### src/rtl/gvi_pkg.sv
package gvi_pkg;
    typedef enum logic {
        ST_BASE = 1'b0,
        ST_MID  = 1'b1
    } gvi_state_t;
endpackage

### src/rtl/gvi_lfsr_step.sv
module gvi_lfsr_step #(
    parameter int          W    = 36,
    parameter logic [W-1:0] TAPS = '1
) (
    input  logic [W-1:0] cur,
    output logic [W-1:0] nxt
);
    // shift up, feedback is parity of tapped bits
    assign nxt = {cur[W-2:0], ^(cur & TAPS)};
endmodule

### src/rtl/gvi_group_sel.sv
module gvi_group_sel #(
    parameter int W  = 36,
    parameter int PW = (W > 1) ? $clog2(W) : 1
) (
    input  logic [W-1:0]  bound,
    input  logic [PW-1:0] ptr,
    output logic [W-1:0]  grp,
    output logic [PW-1:0] nptr,
    output logic          last
);
    logic open;

    always_comb begin
        open = 1'b1;
        grp  = '0;
        nptr = '0;
        for (int i = 0; i < W; i++) begin
            if ((i >= int'(ptr)) && open) begin
                grp[i] = 1'b1;
                if (bound[i]) begin
                    open = 1'b0;
                    nptr = PW'(i + 1);
                end
            end
        end
    end

    assign last = grp[W-1];
endmodule

### src/rtl/gvi_pattern_gen.sv
module gvi_pattern_gen
    import gvi_pkg::*;
#(
    parameter int           W    = 36,
    parameter logic [W-1:0] TAPS = 36'h801000000,
    parameter logic [W-1:0] SEED = 36'hf101bb288
) (
    input  logic         clk,
    input  logic         rst_n,
    input  logic         en,
    input  logic         seed_ld,
    input  logic [W-1:0] seed_in,
    input  logic         mask_ld,
    input  logic [W-1:0] mask_in,
    output logic [W-1:0] vec_out,
    output logic         base_stb
);
    localparam int PW = (W > 1) ? $clog2(W) : 1;

    gvi_state_t    st_q, st_n;
    logic [W-1:0]  base_q, vec_q, mask_q, eff_mask, nxt_pat, grp;
    logic [PW-1:0] ptr_q, ptr_nx;
    logic          last_grp, step, stb_q, mask_take;

    // top input always closes a group
    assign eff_mask = {1'b1, mask_q[W-2:0]};

    gvi_lfsr_step #(.W(W), .TAPS(TAPS)) lfsr_i (
        .cur (base_q),
        .nxt (nxt_pat)
    );

    gvi_group_sel #(.W(W), .PW(PW)) sel_i (
        .bound (eff_mask),
        .ptr   (ptr_q),
        .grp   (grp),
        .nptr  (ptr_nx),
        .last  (last_grp)
    );

    assign step = en && !seed_ld;

    always_comb begin
        st_n      = st_q;
        mask_take = 1'b0;
        unique case (st_q)
            ST_BASE: begin
                if (seed_ld) begin
                    st_n      = ST_BASE;
                    mask_take = mask_ld;
                end else if (en) begin
                    st_n = last_grp ? ST_BASE : ST_MID;
                end else begin
                    mask_take = mask_ld;
                end
            end
            ST_MID: begin
                if (seed_ld)
                    st_n = ST_BASE;
                else if (en)
                    st_n = last_grp ? ST_BASE : ST_MID;
            end
            default: st_n = ST_BASE;
        endcase
    end

    always_ff @(posedge clk) begin
        if (!rst_n)
            st_q <= ST_BASE;
        else
            st_q <= st_n;
    end

    always_ff @(posedge clk) begin
        if (!rst_n) begin
            base_q <= SEED;
            vec_q  <= SEED;
            mask_q <= '1;
            ptr_q  <= '0;
            stb_q  <= 1'b0;
        end else begin
            stb_q <= 1'b0;
            if (seed_ld) begin
                base_q <= seed_in;
                vec_q  <= seed_in;
                ptr_q  <= '0;
            end else if (step) begin
                vec_q <= (vec_q & ~grp) | (nxt_pat & grp);
                if (last_grp) begin
                    base_q <= nxt_pat;
                    ptr_q  <= '0;
                    stb_q  <= 1'b1;
                end else begin
                    ptr_q <= ptr_nx;
                end
            end
            if (mask_take)
                mask_q <= mask_in;
        end
    end

    assign vec_out  = vec_q;
    assign base_stb = stb_q;


    seed_load_chk: assert property (@(posedge clk) disable iff (!rst_n)
        seed_ld |=> (vec_q == $past(seed_in)) && (st_q == ST_BASE));

    mask_hold_chk: assert property (@(posedge clk) disable iff (!rst_n)
        (st_q == ST_MID) |=> $stable(mask_q));

    freeze_chk: assert property (@(posedge clk) disable iff (!rst_n)
        (!en && !seed_ld) |=> $stable(vec_q) && $stable(ptr_q));

    stb_base_chk: assert property (@(posedge clk) disable iff (!rst_n)
        base_stb |-> (vec_q == base_q) && (st_q == ST_BASE));

    one_group_chk: assert property (@(posedge clk) disable iff (!rst_n)
        $countones(grp & eff_mask) == 1);

    done_stb_chk: assert property (@(posedge clk) disable iff (!rst_n)
        (step && last_grp) |=> base_stb && (ptr_q == '0));
endmodule

### config.mk
export PLATFORM = sky130hd
export DESIGN_NAME = gvi_pattern_gen
export DESIGN_NICKNAME = d
export VERILOG_FILES = /design/src/rtl/gvi_pkg.sv /design/src/rtl/gvi_lfsr_step.sv /design/src/rtl/gvi_group_sel.sv /design/src/rtl/gvi_pattern_gen.sv
export SDC_FILE = /design/constraint.sdc
export NUM_CORES = 1
export LEC_CHECK = 0
export BUFFER_PORTS_ARGS = -buffer_cell sky130_fd_sc_hd__buf_2
export CAP_MARGIN = 5
export CORE_MARGIN = 2
export CORE_UTILIZATION = 57
export CTS_CLUSTER_DIAMETER = 40
export DETAILED_ROUTE_END_ITERATION = 8
export PLACE_DENSITY = 0.81
export SLEW_MARGIN = 15
export SYNTH_ARGS = -nofsm -noshare
export SYNTH_HDL_FRONTEND = slang
export SYNTH_HIERARCHICAL = 1
export SYNTH_SLANG_ARGS = --single-unit
### constraint.sdc
create_clock -name clk -period 3 [get_ports clk]
set_input_delay 0.9 -clock clk [delete_from_list [all_inputs] [get_ports clk]]
set_output_delay 0.9 -clock clk [all_outputs]
set_load 0.01 [all_outputs]
After elaboration in Yosys (flattened, before gate mapping)
Index checks and enable logic that the tools add are counted.

Flip-flop bits (word level): 115. Bits of input ports: 77. Output and inout port bits: 37. Logic and storage cells: 285.

Magnitude comparators: 36. Mux-type cells: 193. Bitwise gates (word level): 7. Reduce and logical (&&, ||, !) cells: 43.

Operator list (count): 2-to-1 mux 6 bit (71); 2-to-1 mux 36 bit (5); 2-to-1 mux 1 bit (116); greater-or-equal comparator 5 x 6 -> 1 bit, first input constant (16); bitwise AND 36 bit (2); greater-or-equal comparator 4 x 6 -> 1 bit, first input constant (8); logical AND 1 bit (36); inverter 36 bit (1); bitwise OR 36 bit (1); parity 36 bit (1); greater-or-equal comparator 3 x 6 -> 1 bit, first input constant (4); greater-or-equal comparator 6 bit, first input constant (4); greater-or-equal comparator 1 x 6 -> 1 bit, first input constant (2); greater-or-equal comparator 2 x 6 -> 1 bit, first input constant (2); nonzero test 2 bit (2); inverter 1 bit (3); OR reduction 3 bit (1); case mux 1 bit (2 select lines) (1); AND reduction 2 bit (1); OR reduction 2 bit (1); logical NOT 1 bit (1).

Depth between registers and ports, before layout
Word-level depth: 77. Gate-level depth with buffers: 13. Depth with buffers taken out: 9.

Hierarchy
Netlist, hierarchy kept.

Modules (own cells, without submodules): gvi_pattern_gen (instances 1, cells an instance 564, area each 4978.5 um^2, seq. area each 2302.2 um^2); gvi_group_sel (instances 1, cells an instance 265, area each 1601.5 um^2, seq. area each 0.0 um^2); gvi_lfsr_step (instances 1, cells an instance 36, area each 271.5 um^2, seq. area each 0.0 um^2).

Worst setup path before layout
Ideal clock, no wire load.

Path kind: register to register. From: register ptr_q[3]. To: register base_q[7]. Library setup time: 0.127 ns. Arrival time: 2.548 ns. Data required time: 2.873 ns. Setup slack: 0.325 ns. Stages on the path, launching flop included: 13. Buffers on the path: 3. Period minus slack after synthesis: 2.675 ns. Path through: dfxtp_1 > buf_4 > buf_4 > and2_1 > a2bb2oi_1 > nand4_1 > a21oi_1 > nand2_2 > nor2_1 > a21o_1 > buf_2 > mux2i_1 > nand2_1.

Word-level cells in the longest chain between the ends: 74. Elaborated cells between the ends (all ways): 143.

Ends and longest elaborated chain: start: declaration (line gvi_pattern_gen.sv:22) `logic [PW-1:0] ptr_q, ptr_nx;`; start signal: assignment (line gvi_pattern_gen.sv:94) `ptr_q <= ptr_nx;`; greater-or-equal comparator 1 x 6 -> 1 bit (line gvi_group_sel.sv:18) `if ((i >= int'(ptr)) && open) begin`; 2-to-1 mux 1 bit (line gvi_group_sel.sv:18); 2-to-1 mux 1 bit or logical AND 1 bit (tied branches) (line gvi_group_sel.sv:20, gvi_group_sel.sv:18); 2-to-1 mux 1 bit (line gvi_group_sel.sv:18); 2-to-1 mux 1 bit or logical AND 1 bit (tied branches) (line gvi_group_sel.sv:20, gvi_group_sel.sv:18); 2-to-1 mux 1 bit (line gvi_group_sel.sv:18); 2-to-1 mux 1 bit or logical AND 1 bit (tied branches) (line gvi_group_sel.sv:20, gvi_group_sel.sv:18); 2-to-1 mux 1 bit (line gvi_group_sel.sv:18); [59 not listed]; 2-to-1 mux 1 bit (line gvi_group_sel.sv:18); 2-to-1 mux 1 bit or logical AND 1 bit (tied branches) (line gvi_group_sel.sv:20, gvi_group_sel.sv:18); 2-to-1 mux 1 bit (line gvi_group_sel.sv:18); logical AND 1 bit * (line gvi_group_sel.sv:18); 2-to-1 mux 1 bit * (line gvi_group_sel.sv:18); via last_grp (line gvi_pattern_gen.sv:23) `logic last_grp, step, stb_q, mask_take;`; nonzero test 2 bit (no line) *; AND reduction 2 bit (no line) *; end signal: assignment (line gvi_pattern_gen.sv:84) `base_q <= seed_in;`; end signal: assignment (line gvi_pattern_gen.sv:90) `base_q <= nxt_pat;`; end: declaration (line gvi_pattern_gen.sv:21) `logic [W-1:0] base_q, vec_q, mask_q, eff_mask, nxt_pat, grp;`.

The timed path passes the listed nets; every way through them passes the cells marked *. A chain may end at the register's enable or synchronous reset.

Worst setup path after layout
From: register ptr_q[2]. To: register base_q[7].

The elaborated chain is that of the path after synthesis.

==> impl_metrics.tcl <==
set metrics [dict create \
    p_leak_nw 3.73 \
    dp_hpwl_um 14100 \
    antenna_found_initial 0 \
    cp.required_ps 3320 \
    totalPowerFinal_mw 4.13 \
    end_kind "flip-flop" \
    nets 1036 \
    grt_usage_pct 30.9 \
    r2r-start "ptr_q[2]" \
    crit_path_max_incr_delay_ps 400 \
    synth.most_common_cell "dfxtp_1" \
    mappedNetlistArea_mm2 0.00685 \
    crit_start "ptr_q[2]" \
    final_cell_area_mm2 0.00808 \
    grtUsageMet2_pct 48.2 \
    synthAdderAreaFrac_pct 0 \
    worstMarginPinSlew_ps 1030 \
    drc 0 \
    yosysTopAreaCell "dfxtp_1" \
    wire_per_inst_um 17.5 \
    clk_pin_slew_ps 60 \
    synth_compound_area_share_pct 25.9 \
    clock_latency_ps 430 \
    grt_max_degree 71 \
    synth_top_family_by_area "compound AO/OA/AOI/OAI gates" \
    power.density_mw_per_mm2 511 \
    ys_types 75 \
    antenna_cells 0 \
    whs_path_depth 1 \
    hold_class "flip-flop to flip-flop" \
    ys.flop_type "dfxtp_1" \
    drive_above_1_share_pct 24.3 \
    drt_iter0_drc 714 \
    worstRegToRegCells 13 \
    ant_nets 0 \
    slew_headroom_pct 31.4 \
    grt_pass1_vias 6308 \
    numCtsBuffers 17 \
    crit_end "base_q[7]" \
    dieArea_mm2 0.0129 \
    postSynthAreaPerCell_um2 7.92 \
    fmax_ghz 0.352 \
    ys_top_cells_by_count "dfxtp_1 (115), nand2_1 (100), o21ai_0 (67)" \
    cts.sinks 115 \
    critPathLaunchType "flip-flop" \
    r2r_end "base_q[7]" \
    busiest_layer "met2" \
    num-fill-cells 1008 \
    synth_xor_area_share_pct 0.128 \
    crit_path_max_fanout 16 \
    status "finished, final reports clean" \
    cts_buffer_depth 2 \
    overflow 0 \
    fin_crit_sh_pct 94.7 \
    viasPerCell 6.06 \
    met1_usage_pct 40.5 \
    cts_tree "done" \
    yosysWarnings 6 \
    row_count 40 \
    routed-via-count 6782 \
    hold_viol_final 0 \
    totalWireLength_um 19500 \
    ys_ff_latch 115 \
    chipHeight_um 114 \
    cp_slowest_cell "dfxtp_1" \
    start_util_pct 57.8 \
    coreArea_mm2 0.0119 \
    path_depth 13 \
    yosysSeqAreaShare_pct 33.6 \
    root_buffer "clkbuf_16" \
    place_congestion 0.981 \
    vdd_drop_max_mv 0.396 \
    critical-path-top-delay-family "buffers and inverters" \
    use_met3_pct 7.07 \
    post-route-min-period_ps 2840 \
    synth_top_cells_by_area "dfxtp_1 (34%), mux2i_1 (6.7%), nand2_1 (5.5%)" \
    muxShareOfSynthArea_pct 6.88 \
    syn_to_final_growth_pct 17.9 \
    ios 114 \
    crit_top_cell "buf_4" \
    cts_max_level 4 \
    chipWidth_um 114 \
    crit_arrival_ps 3160 \
    ys_async_sr_fraction_pct 0 \
    placed_area_mm2 0.00752 \
    maxCapViolCount 0 \
    drtPass1Iterations 6 \
    crit_type "flip-flop to flip-flop" \
    setup_tns_ps 0 \
    synth.top_cell.area_share_pct 33.6 \
    syn_inst 865 \
    drv_slew 0 \
    reg2reg_slack_ps 160 \
    yosys.area_share.simple_pct 21.9 \
    ctsHoldBuffers 0 \
    synth_edf_count 0 \
    clock_skew_ps 13.7 \
    rsz0062_at_grt "no" \
    grt_first_pass_wirelength_um 31400 \
    critPathBufInv 4 \
    portBuffers 112 \
    finalSetupViolations 0 \
    cp_cell_sequence "buf_4 -> buf_4 -> buf_4 -> a21oi_1 -> o211ai_1 -> o211ai_1 -> nor4_4 -> nand2_2 -> nor2_1 -> a21o_2 -> buf_4 -> mux2i_1 -> nand2_1" \
]
## routing by layer
| metal | vias up | wire [um] |
|---|---|---|
| met3 | 61 | 1580 |
| met4 | 0 | 704 |
| met5 | - | 0 |
| met2 | 303 | 8930 |
| met1 | 3127 | 8310 |
| li1 | 3291 | - |
## stage by stage
| step | util (%) | hold WS [ps] | std cells | setup WS [ps] |
|---|---|---|---|---|
| 6_report | 68.1 | 499 | 1119 | 160 |
| 4_1_cts | 68.0 | 501 | 1119 | 27.7 |
| 5_1_grt | 68.1 | 511 | 1119 | 20.0 |
| 3_5_place_dp | 63.4 | 488 | 1087 | 32.6 |
| 2_1_floorplan | - | 443 | 866 | 325 |
| 3_3_place_gp | 63.4 | 481 | 1087 | 28.1 |
## final cells by class
type	instances	area [um2]	share of cell area [%]
flip-flops and latches	115	2300	28.5
repair buffers	178	1110	13.7
inverters	44	165	2.04
clock inverters	13	113	1.39
clock buffers	19	433	5.36
well taps	147	184	2.28
multi-input cells	603	3770	46.7
## cell families after synthesis
group / after synthesis
and+or+nand+nor: 294
buffers and inverters: 148
other: 1
DFF: 115
xor gates and xnor gates: 1
muxes: 47
AOI/OAI and AO/OA: 259
## power breakdown
group          internal, mW  switching [mW]  leakage, nW  total [mW]
Combinational         0.237           0.294         2.51       0.531
Clock                  1.13           0.738        0.263        1.87
Sequential             1.64          0.0902        0.956        1.73
Total                  3.01            1.12         3.73        4.13
## placed cells by master, fill, tap and decap left out, types with 3 or more instances in the layout
master / count
a31oi_1: 8
nor2_1: 47
clkbuf_16: 17
clkinv_2: 5
o22ai_1: 3
nor2b_1: 5
nand4_1: 9
a211oi_1: 4
o311ai_0: 32
or3_1: 4
clkinvlp_4: 3
o21ai_0: 67
clkinv_4: 3
mux2i_1: 46
o2111ai_1: 14
buf_12: 4
o211a_1: 19
nand2_1: 100
o311ai_1: 3
nand3_1: 31
dfxtp_1: 113
nor3_1: 9
and3_1: 20
o211ai_1: 8
and2_1: 7
nor4_1: 4
nand2b_1: 23
o21ai_1: 15
inv_1: 44
nand3b_1: 3
nor3b_1: 8
or2_2: 7
buf_4: 62
a21oi_1: 47
buf_2: 112
## timing repair
action	4_1_cts	5_1_grt
endpoints found under the setup margin	0	54
buffers inserted	0	0
resized for setup	0	4
## worst min path at each step
stage / slack, ps / startpoint / endpoint
final: 500 / base_q[8] / base_q[8]
after global routing: 510 / base_q[8] / base_q[8]
after CTS: 500 / base_q[8] / base_q[8]
after detailed placement: 490 / base_q[8] / base_q[8]
after global placement: 480 / base_q[18] / base_q[18]
after floorplan: 440 / base_q[7] / base_q[7]
No activity file was read; power rests on OpenSTA's default activity.
